$ cat src/rtl/pwm_div_calc_pkg.sv
`timescale 1ns/1ps
// Shared types for the PWM divider calculator.
// Assumes: a single sequencer walks these states in order; the GO states
// last exactly one cycle each.
package pwm_div_calc_pkg;

    typedef enum logic [3:0] {
        ST_IDLE    = 4'd0,
        ST_D1_GO   = 4'd1,
        ST_D1_WAIT = 4'd2,
        ST_EXP     = 4'd3,
        ST_D2_GO   = 4'd4,
        ST_D2_WAIT = 4'd5,
        ST_D3_GO   = 4'd6,
        ST_D3_WAIT = 4'd7,
        ST_LOAD    = 4'd8,
        ST_NOTE    = 4'd9
    } calc_state_t;

endpackage

$ cat src/rtl/pwm_div_calc_rdiv.sv
`timescale 1ns/1ps
// Restoring divider: one quotient bit per cycle, DVD_W cycles per division.
// Assumes: divisor is nonzero at go; go is ignored while a division runs;
// quotient holds its value after fin until the next go.
module pwm_div_calc_rdiv #(
    parameter int DVD_W = 64,
    parameter int DVS_W = 32
) (
    input  logic             clk,
    input  logic             rst_n,
    input  logic             go,
    input  logic [DVD_W-1:0] dividend,
    input  logic [DVS_W-1:0] divisor,
    output logic [DVD_W-1:0] quot,
    output logic             fin
);
    localparam int STEP_W = $clog2(DVD_W + 1);

    logic [DVD_W-1:0]  dvd_q;
    logic [DVS_W-1:0]  rem_q;
    logic [DVS_W-1:0]  dvs_q;
    logic [STEP_W-1:0] step_q;
    logic              run_q;
    logic              fin_q;
    logic [DVS_W:0]    trial;
    logic [DVS_W:0]    diff;
    logic              fits;

    // Form the partial remainder for this step and compare it to the divisor.
    always_comb begin
        trial = {rem_q, dvd_q[DVD_W-1]};
        fits  = (trial >= {1'b0, dvs_q});
        diff  = trial - {1'b0, dvs_q};
    end

    // Shift one dividend bit in per cycle; the quotient bits fill the dividend register from the bottom.
    always_ff @(posedge clk) begin
        if (!rst_n) begin
            dvd_q  <= '0;
            rem_q  <= '0;
            dvs_q  <= '0;
            step_q <= '0;
            run_q  <= 1'b0;
            fin_q  <= 1'b0;
        end else begin
            fin_q <= 1'b0;
            if (go && !run_q) begin
                dvd_q  <= dividend;
                rem_q  <= '0;
                dvs_q  <= divisor;
                step_q <= STEP_W'(DVD_W);
                run_q  <= 1'b1;
            end else if (run_q) begin
                rem_q  <= fits ? diff[DVS_W-1:0] : trial[DVS_W-1:0];
                dvd_q  <= {dvd_q[DVD_W-2:0], fits};
                step_q <= step_q - 1'b1;
                if (step_q == STEP_W'(1)) begin
                    run_q <= 1'b0;
                    fin_q <= 1'b1;
                end
            end
        end
    end

    assign quot = dvd_q;
    assign fin  = fin_q;

    // Divisors handed to this unit are never zero (R4 relies on it).
    assert_divisor_nonzero_R4: assert property (@(posedge clk) disable iff (!rst_n)
        go |-> (divisor != '0));

    // The finish strobe lasts one cycle (R6 timing relies on it).
    assert_fin_pulse_R6: assert property (@(posedge clk) disable iff (!rst_n)
        fin_q |=> !fin_q);

endmodule

$ cat src/rtl/pwm_div_calc_fls.sv
`timescale 1ns/1ps
// Find-last-set: 1-based index of the highest set bit, 0 when the input is 0.
// Assumes: purely combinational; OUT_W is wide enough to hold W.
module pwm_div_calc_fls #(
    parameter int W     = 64,
    parameter int OUT_W = $clog2(W + 1)
) (
    input  logic [W-1:0]     vec,
    output logic [OUT_W-1:0] pos
);
    // Scan from the bottom so that the highest set bit wins.
    always_comb begin
        pos = '0;
        for (int i = 0; i < W; i++) begin
            if (vec[i]) pos = OUT_W'(i + 1);
        end
    end
endmodule

$ cat src/rtl/pwm_div_calc.sv
`timescale 1ns/1ps
// PWM divider parameter calculator (top).
// Picks the smallest exponent m, then the smallest prescaler k, such that
// (cycles >> m) / (k+1) fits a 2**CNT_W-tick counter, and returns the count.
// Assumes: one request at a time; start is ignored while busy; results hold
// until the next result is loaded; done follows the load by one cycle.
module pwm_div_calc
    import pwm_div_calc_pkg::*;
#(
    parameter int IN_W    = 64,
    parameter int CNT_W   = 16,
    parameter int PRE_W   = 8,
    parameter int EXP_MAX = 8,
    parameter int EXP_W   = 4,
    parameter int DVS_W   = 32
) (
    input  logic             clk,
    input  logic             rst_n,
    input  logic             start,
    input  logic [IN_W-1:0]  cycles,
    output logic             busy,
    output logic             done,
    output logic [EXP_W-1:0] exp_m,
    output logic [PRE_W-1:0] presc_k,
    output logic [CNT_W-1:0] ent_cnt,
    output logic             out_of_range
);
    localparam int FLS_W = $clog2(IN_W + 1);
    localparam logic [DVS_W-1:0] SPAN_DIV = DVS_W'((2**CNT_W) + 1);
    localparam logic [DVS_W-1:0] STEP_DIV = DVS_W'(((2**CNT_W) + 1) * (2**PRE_W));
    localparam logic [IN_W-1:0]  CNT_CAP  = IN_W'((2**CNT_W) - 1);
    localparam logic [IN_W-1:0]  K_LIM    = IN_W'(2**PRE_W);
    localparam logic [IN_W-1:0]  Q_LIM    = IN_W'(2**CNT_W);
    localparam logic [FLS_W-1:0] EXP_LIM  = FLS_W'(EXP_MAX);
    localparam logic [EXP_W-1:0] EXP_TOP  = EXP_W'(EXP_MAX);

    calc_state_t      state;
    logic [IN_W-1:0]  cyc_r;
    logic [IN_W-1:0]  shf_r;
    logic [EXP_W-1:0] m_w;
    logic [PRE_W-1:0] k_w;
    logic [CNT_W-1:0] e_w;
    logic             oor_w;
    logic             done_r;

    logic             div_go;
    logic [IN_W-1:0]  div_dvd;
    logic [DVS_W-1:0] div_dvs;
    logic [IN_W-1:0]  div_q;
    logic             div_fin;
    logic [FLS_W-1:0] fls_pos;

    // Choose the operands for whichever division the sequencer launches.
    always_comb begin
        div_go  = 1'b0;
        div_dvd = shf_r;
        div_dvs = SPAN_DIV;
        case (state)
            ST_D1_GO: begin
                div_go  = 1'b1;
                div_dvd = cyc_r;
                div_dvs = STEP_DIV;
            end
            ST_D2_GO: begin
                div_go  = 1'b1;
                div_dvd = shf_r;
                div_dvs = SPAN_DIV;
            end
            ST_D3_GO: begin
                div_go  = 1'b1;
                div_dvd = shf_r;
                div_dvs = DVS_W'(k_w) + DVS_W'(1);
            end
            default: ;
        endcase
    end

    pwm_div_calc_rdiv #(.DVD_W(IN_W), .DVS_W(DVS_W)) u_div (
        .clk      (clk),
        .rst_n    (rst_n),
        .go       (div_go),
        .dividend (div_dvd),
        .divisor  (div_dvs),
        .quot     (div_q),
        .fin      (div_fin)
    );

    pwm_div_calc_fls #(.W(IN_W), .OUT_W(FLS_W)) u_fls (
        .vec (div_q),
        .pos (fls_pos)
    );

    // Sequence the three divisions and build the working result.
    always_ff @(posedge clk) begin
        if (!rst_n) begin
            state <= ST_IDLE;
            cyc_r <= '0;
            shf_r <= '0;
            m_w   <= '0;
            k_w   <= '0;
            e_w   <= '0;
            oor_w <= 1'b0;
        end else begin
            case (state)
                ST_IDLE: begin
                    if (start) begin
                        cyc_r <= cycles;
                        state <= ST_D1_GO;
                    end
                end
                ST_D1_GO:   state <= ST_D1_WAIT;
                ST_D1_WAIT: if (div_fin) state <= ST_EXP;
                ST_EXP: begin
                    if (fls_pos > EXP_LIM) begin
                        m_w   <= EXP_TOP;
                        k_w   <= '1;
                        e_w   <= '1;
                        oor_w <= 1'b1;
                        state <= ST_LOAD;
                    end else begin
                        m_w   <= EXP_W'(fls_pos);
                        shf_r <= cyc_r >> fls_pos;
                        oor_w <= 1'b0;
                        state <= ST_D2_GO;
                    end
                end
                ST_D2_GO: state <= ST_D2_WAIT;
                ST_D2_WAIT: begin
                    if (div_fin) begin
                        k_w   <= div_q[PRE_W-1:0];
                        state <= ST_D3_GO;
                    end
                end
                ST_D3_GO: state <= ST_D3_WAIT;
                ST_D3_WAIT: begin
                    if (div_fin) begin
                        e_w   <= (div_q > CNT_CAP) ? '1 : div_q[CNT_W-1:0];
                        state <= ST_LOAD;
                    end
                end
                ST_LOAD: state <= ST_NOTE;
                ST_NOTE: state <= ST_IDLE;
                default: state <= ST_IDLE;
            endcase
        end
    end

    // Copy the working result to the outputs in one step.
    always_ff @(posedge clk) begin
        if (!rst_n) begin
            exp_m        <= '0;
            presc_k      <= '0;
            ent_cnt      <= '0;
            out_of_range <= 1'b0;
        end else if (state == ST_LOAD) begin
            exp_m        <= m_w;
            presc_k      <= k_w;
            ent_cnt      <= e_w;
            out_of_range <= oor_w;
        end
    end

    // Raise done one cycle after the outputs were loaded.
    always_ff @(posedge clk) begin
        if (!rst_n) done_r <= 1'b0;
        else        done_r <= (state == ST_NOTE);
    end

    assign done = done_r;
    assign busy = (state != ST_IDLE);

    // The exponent output never exceeds its limit.
    assert_exp_bound_R4: assert property (@(posedge clk) disable iff (!rst_n)
        exp_m <= EXP_TOP);

    // The prescaler quotient always fits its field.
    assert_presc_fit_R2: assert property (@(posedge clk) disable iff (!rst_n)
        (state == ST_D2_WAIT && div_fin) |-> (div_q < K_LIM));

    // The raw period quotient never exceeds the counter span.
    assert_count_fit_R3: assert property (@(posedge clk) disable iff (!rst_n)
        (state == ST_D3_WAIT && div_fin) |-> (div_q <= Q_LIM));

    // The out-of-range flag always comes with saturated settings.
    assert_clamp_R5: assert property (@(posedge clk) disable iff (!rst_n)
        out_of_range |-> (exp_m == EXP_TOP && presc_k == '1 && ent_cnt == '1));

    // done is a single pulse.
    assert_done_pulse_R6: assert property (@(posedge clk) disable iff (!rst_n)
        done |=> !done);

    // The outputs only move on the load cycle.
    assert_hold_R6: assert property (@(posedge clk) disable iff (!rst_n)
        (state != ST_LOAD) |=> ($stable(exp_m) && $stable(presc_k) &&
                                $stable(ent_cnt) && $stable(out_of_range)));

    // An accepted start makes the block busy on the next cycle.
    assert_accept_R7: assert property (@(posedge clk) disable iff (!rst_n)
        (start && !busy) |=> busy);

endmodule

$ cat config.mk
export PLATFORM = sky130hd
export DESIGN_NAME = pwm_div_calc
export DESIGN_NICKNAME = d
export VERILOG_FILES = /design/src/rtl/pwm_div_calc_pkg.sv /design/src/rtl/pwm_div_calc_rdiv.sv /design/src/rtl/pwm_div_calc_fls.sv /design/src/rtl/pwm_div_calc.sv
export SDC_FILE = /design/constraint.sdc
export NUM_CORES = 1
export LEC_CHECK = 0
export ABC_CLOCK_PERIOD_IN_PS = 8400
export BUFFER_PORTS_ARGS = -buffer_cell sky130_fd_sc_hd__buf_2
export CAP_MARGIN = 10
export CORE_MARGIN = 2
export CORE_UTILIZATION = 30
export DETAILED_ROUTE_END_ITERATION = 6
export PLACE_DENSITY = 0.54
export SYNTH_ARGS = -nofsm -noshare
export SYNTH_HDL_FRONTEND = slang
export SYNTH_SLANG_ARGS = --single-unit
$ cat constraint.sdc
create_clock -name clk -period 8.4 [get_ports clk]
set_input_delay 0.84 -clock clk [delete_from_list [all_inputs] [get_ports clk]]
set_output_delay 0.84 -clock clk [all_outputs]
set_load 0.02 [all_outputs]
### Yosys cells after proc, flatten, opt, wreduce, memory -nomap -nowiden

Cells that the tools add are included.

* output and inout bits: 31
* register bits after elaboration: 328

* magnitude comparators: 3
* shift operators: 1
* add/sub/neg operators: 3
* eq/ne operators: 15
* reduce and logical (&&, ||, !) cells: 15
* bitwise gates (word level): 3
* multiplexer cells: 91

Operators by type and width (number)
* 2-to-1 mux 6 bit: 32
* 2-to-1 mux 64 bit: 3
* 2-to-1 mux 5 bit: 16
* greater-than comparator 64 x 16 -> 1 bit (second input constant): 1
* right shift 64 x 7 -> 64 bit: 1
* 2-to-1 mux 4 bit: 14
* case mux 25 bit (2 select lines): 1
* 2-to-1 mux 16 bit: 3
* case mux 4 bit (9 select lines): 1
* greater-or-equal comparator 33 x 32 -> 1 bit: 1
* 2-to-1 mux 32 bit: 1
* case mux 16 bit (2 select lines): 1
* subtractor 32 bit: 1
* 2-to-1 mux 7 bit: 3
* equality test 4 x 3 -> 1 bit (second input constant): 4
* 2-to-1 mux 8 bit: 2
* case mux 8 bit (2 select lines): 1
* 2-to-1 mux 3 bit: 4
* adder 8 x 1 -> 9 bit (second input constant): 1
* equality test 4 x 2 -> 1 bit (second input constant): 2
* equality test 4 bit (second input constant): 2
* equality test 7 x 1 -> 1 bit (second input constant): 1
* greater-than comparator 7 x 4 -> 1 bit (second input constant): 1
* 2-to-1 mux 1 bit: 7
* 16 further kinds: 27

### Depth between registers and ports, before layout

* depth after elaboration: 67
* depth in mapped cells: 14
* depth with buffers taken out: 13

### Modules after synthesis

Synthesis repeated with hierarchy kept, for this count alone.

* cells, all modules: 2267
* area total of the unflattened synthesis: 19358.6 um^2

By module, submodules not included
* pwm_div_calc: area an instance 10740.3 um^2, times used 1, cells an instance 1215
* pwm_div_calc_rdiv: area an instance 7803.7 um^2, times used 1, cells an instance 910
* pwm_div_calc_fls: area an instance 814.5 um^2, times used 1, cells an instance 142

### Least setup slack after synthesis

No wires, ideal clock.

* kind: flip-flop to flip-flop
* start: register u_div.dvd_q[63], in the netlist u_div.quot[63]
* end: register u_div.rem_q[30]
* data required time: 8.268 ns
* setup slack: 5.258 ns
* clock period less this slack: 3.142 ns
* setup time: 0.132 ns
* path buffers: 1
* arrival time: 3.009 ns
* cell stages (with the launch flop): 15
* cell sequence: dfxtp_1 > clkbuf_1 > clkinv_1 > ha_1 > fa_1 > nor2b_1 > o21a_1 > o21ai_0 > a21oi_1 > o211ai_2 > and2b_2 > a21oi_2 > and4bb_1 > xnor2_1 > a21oi_1

* cells in the longest elaborated chain, start to end: 2

Ends and longest elaborated chain
* start, declared: RTL line pwm_div_calc_rdiv.sv:19 `logic [DVD_W-1:0] dvd_q;`
* start signal, assigned: RTL line pwm_div_calc_rdiv.sv:48 `dvd_q <= dividend;`
* start signal, assigned: RTL line pwm_div_calc_rdiv.sv:55 `dvd_q <= {dvd_q[DVD_W-2:0], fits};`
* subtractor 32 bit / greater-or-equal comparator 33 x 32 -> 1 bit (equally long branches): RTL line pwm_div_calc_rdiv.sv:33, pwm_div_calc_rdiv.sv:32
* 2-to-1 mux 32 bit (*): RTL line pwm_div_calc_rdiv.sv:54 `rem_q <= fits ? diff[DVS_W-1:0] : trial[DVS_W-1:0];`
* end signal, assigned: RTL line pwm_div_calc_rdiv.sv:54
* end, declared: RTL line pwm_div_calc_rdiv.sv:20 `logic [DVS_W-1:0] rem_q;`

Mark *: on every way between the ends. The rest lies on a longest branch, timed or not.
A chain may end at the register's enable or synchronous reset.

### Worst setup path after layout

* start: register u_div.dvd_q[63], in the netlist u_div.quot[63]
* end: register shf_r[7]

* cells in the longest elaborated chain, start to end: 4

Ends and longest elaborated chain
* 2-to-1 mux 7 bit (*): RTL line pwm_div_calc_fls.sv:15 `if (vec[i]) pos = OUT_W'(i + 1);`
* greater-than comparator 7 x 4 -> 1 bit: RTL line pwm_div_calc.sv:114 `if (fls_pos > EXP_LIM) begin`
* inverter 1 bit (no line)
* AND reduction 2 bit (no line)
* end signal, assigned: RTL line pwm_div_calc.sv:122 `shf_r <= cyc_r >> fls_pos;`
* end, declared: RTL line pwm_div_calc.sv:39 `logic [IN_W-1:0] shf_r;`

Marks and branches as above.

==> run metrics <==
I/O pin count=98; # resized after CTS=0; Post-synth EDFFs=0; RSZ-0062 raised after global routing=no; Register-to-Register Path Depth=11; min Tclk post-route=4.17 ns; Final Skew=0.0222 ns; R2R Setup Slk=4.23 ns; Worst Hold Depth=2; MaxCap Viol Count=0; synth unique cells=93; GR Overflow Total=0; IO Port Bufs=97; row count=88; reg2reg start=u_div.quot[63]; initial antenna violation count=2; post-detail-place hpwl=43.6 mm; maximum clock frequency=240 MHz; initial drt markers=1,902; Synth Area per Inst=7.60 um2; CP Capture Type=flop; CTS tree=yes; total die area=0.0604 mm2; Fillers=6,129; kind of critical path=reg -> reg; ys async rst share=0; critical path data required time=8.87 ns; Post CTS Setup Buffer Count=0; wire per inst=between 20 and 25 um; nets@finish=roughly 2,400; Pleak=6.79 nW; Post-Synthesis Cells=2,310; Final Hold Fails=0; later-pin clock latency in the skew report=0.57 ns; Worst Hold Path EP=ent_cnt[1]; Ys Warns=0; core area=0.0578 mm2; post-synthesis sequential area ratio=0.350; DP Cell Count=3,013; Setup crit start kind=flop; CTS Sinks=307; critical path arrival=roughly 4.6 ns; worst hold margin=0.451 ns; outcome=finished clean; Final ANT Viol Nets=0; Clock transition at path regs=around 0.060 ns; HP Class=reg -> reg; final core utilization=0.341; Primary FF master, synth=dfxtp_1; Non-Filler Instances=3,084; WL final=~63 mm; commonest cells after routing, fill and taps aside=306 x dfxtp_1, 273 x nor2_1, 250 x nand2_1; Yosys reg bits=307; total number of vias=17,500; Power Density=340 mW/mm2; CTS Buf Count=39; final setup vio count=0; Die Y=246 um; Final Power=0.00671 W; Synth Net Count=2,392; Worst-Margin Slew=1.03 ns; first-pass GRT wire length=approximately 98 mm; H-tree Lvls=2; Vias/cell=~5.7; Horiz. Die Dim=roughly 250 um; Starting Density=0.304; Hold Startpoint=ent_cnt[1]; Residual DRC=0; GR Util All Layers=0.205; share of cells above drive strength 1=0.114; Worst R2R End=shf_r[7]; Slew Limit Fails=0; largest net degree at the start of global routing=110; fin crit share=0.496; Pre-Repair DR Iteration Count=6; most common cell after layout, fill and taps aside=dfxtp_1; Setup TNS Final=0 ns; Max VDD drop=0.244 mV; clock tree buffer depth=3; Max FO, Critical Path=54; Slew headroom=0.305; synthesized area=0.0175 mm2; number of global-route vias before repair=between 15,000 and 20,000; CTS Hold Bufs=0; area delta synth->final=12.4%; Placer Congestion=0.953; clk root buf=clkbuf_16
==> flip-flops by register name (all words and copies together), names as in the netlist, 7 cells and up <==
signal        count
u_div.rem_q      32
u_div.step_q      7
presc_k           8
ent_cnt          16
u_div.quot       64
e_w              16
u_div.dvs_q      11
cyc_r            64
k_w               8
shf_r            64
==> routing by layer <==
layer,GRT usage,share of wire
met1,0.288,0.46
met2,0.310,0.43
met3,0.0318,0.071
met4,0.0852,0.037
met5,0,0.00024
==> metrics by stage <==
stage               area [um2]  setup WS [ns]
detailed placement       18500           4.26
global route             19700           4.01
finish                   19700           4.23
floorplan                17500           5.26
CTS                      19700           4.26
global placement         18500           4.43
==> where the power goes <==
| group | switching (W) | leakage (nW) | internal, W |
|---|---|---|---|
| Clock | 0.000697 | 0.615 | 0.000972 |
| Combinational | 0.00231 | 3.68 | 0.000962 |
| Sequential | 0.000197 | 2.50 | 0.00157 |
==> how the worst max path moves through the flow <==
stage	endpoint	startpoint	slack (ns)
final	shf_r[7]	u_div.quot[63]	4.23
after global routing	shf_r[15]	u_div.quot[63]	4.01
after CTS	shf_r[7]	u_div.quot[63]	4.26
after detailed placement	shf_r[7]	u_div.quot[63]	4.26
after global placement	shf_r[15]	u_div.quot[1]	4.43
after floorplan	u_div.rem_q[30]	u_div.quot[63]	5.26
==> worst max-delay path, cell delays in order (launching register included) <==
cell,delay (ns)
dfxtp_1,0.67
nor2b_1,0.21
nor4_1,0.21
o21ai_0,0.12
nor2_1,0.33
o21a_1,0.19
buf_4,0.54
o211ai_2,0.23
a21oi_4,0.17
buf_4,0.44
nand2_1,0.52
o31ai_1,0.40
==> cell families after synthesis <==
kind of cell,after synthesis,synth area share
buffers and inverters,225,0.0542
DFF,307,0.350
xor gates and xnor gates,37,0.0185
adders and majority gates,15,0.0111
muxes,96,0.0578
AOI/OAI and AO/OA,813,0.293
and+or+nand+nor,817,0.215
==> area by class of cell <==
| cell class | instances | area, um2 | share of cell area |
|---|---|---|---|
| antenna | 1 | 2.50 | 0.000127 |
| clock buffer | 53 | 1090 | 0.0552 |
| clock inverter | 17 | 155 | 0.00786 |
| inverter | 35 | 136 | 0.00691 |
| multi-input combinational | 1778 | 10500 | 0.533 |
| sequential | 307 | 6150 | 0.312 |
| tap | 765 | 957 | 0.0485 |
| timing repair buffer | 128 | 718 | 0.0364 |
==> cell usage after synthesis, drive strengths merged, types with 16 or more instances <==
cell	count	area [um2]
a211oi	146	1110
a21oi	247	1250
and3	25	156
nor3	50	260
xnor2	24	210
mux2i	90	901
nand2	251	945
inv	34	128
nor2	281	1090
nand3	108	556
dfxtp	307	6150
o21ai	224	1120
nor4	24	195
a22oi	35	263
clkbuf	130	493
buf	60	327
o221a	16	180
Power figures use the tool's default switching activity.
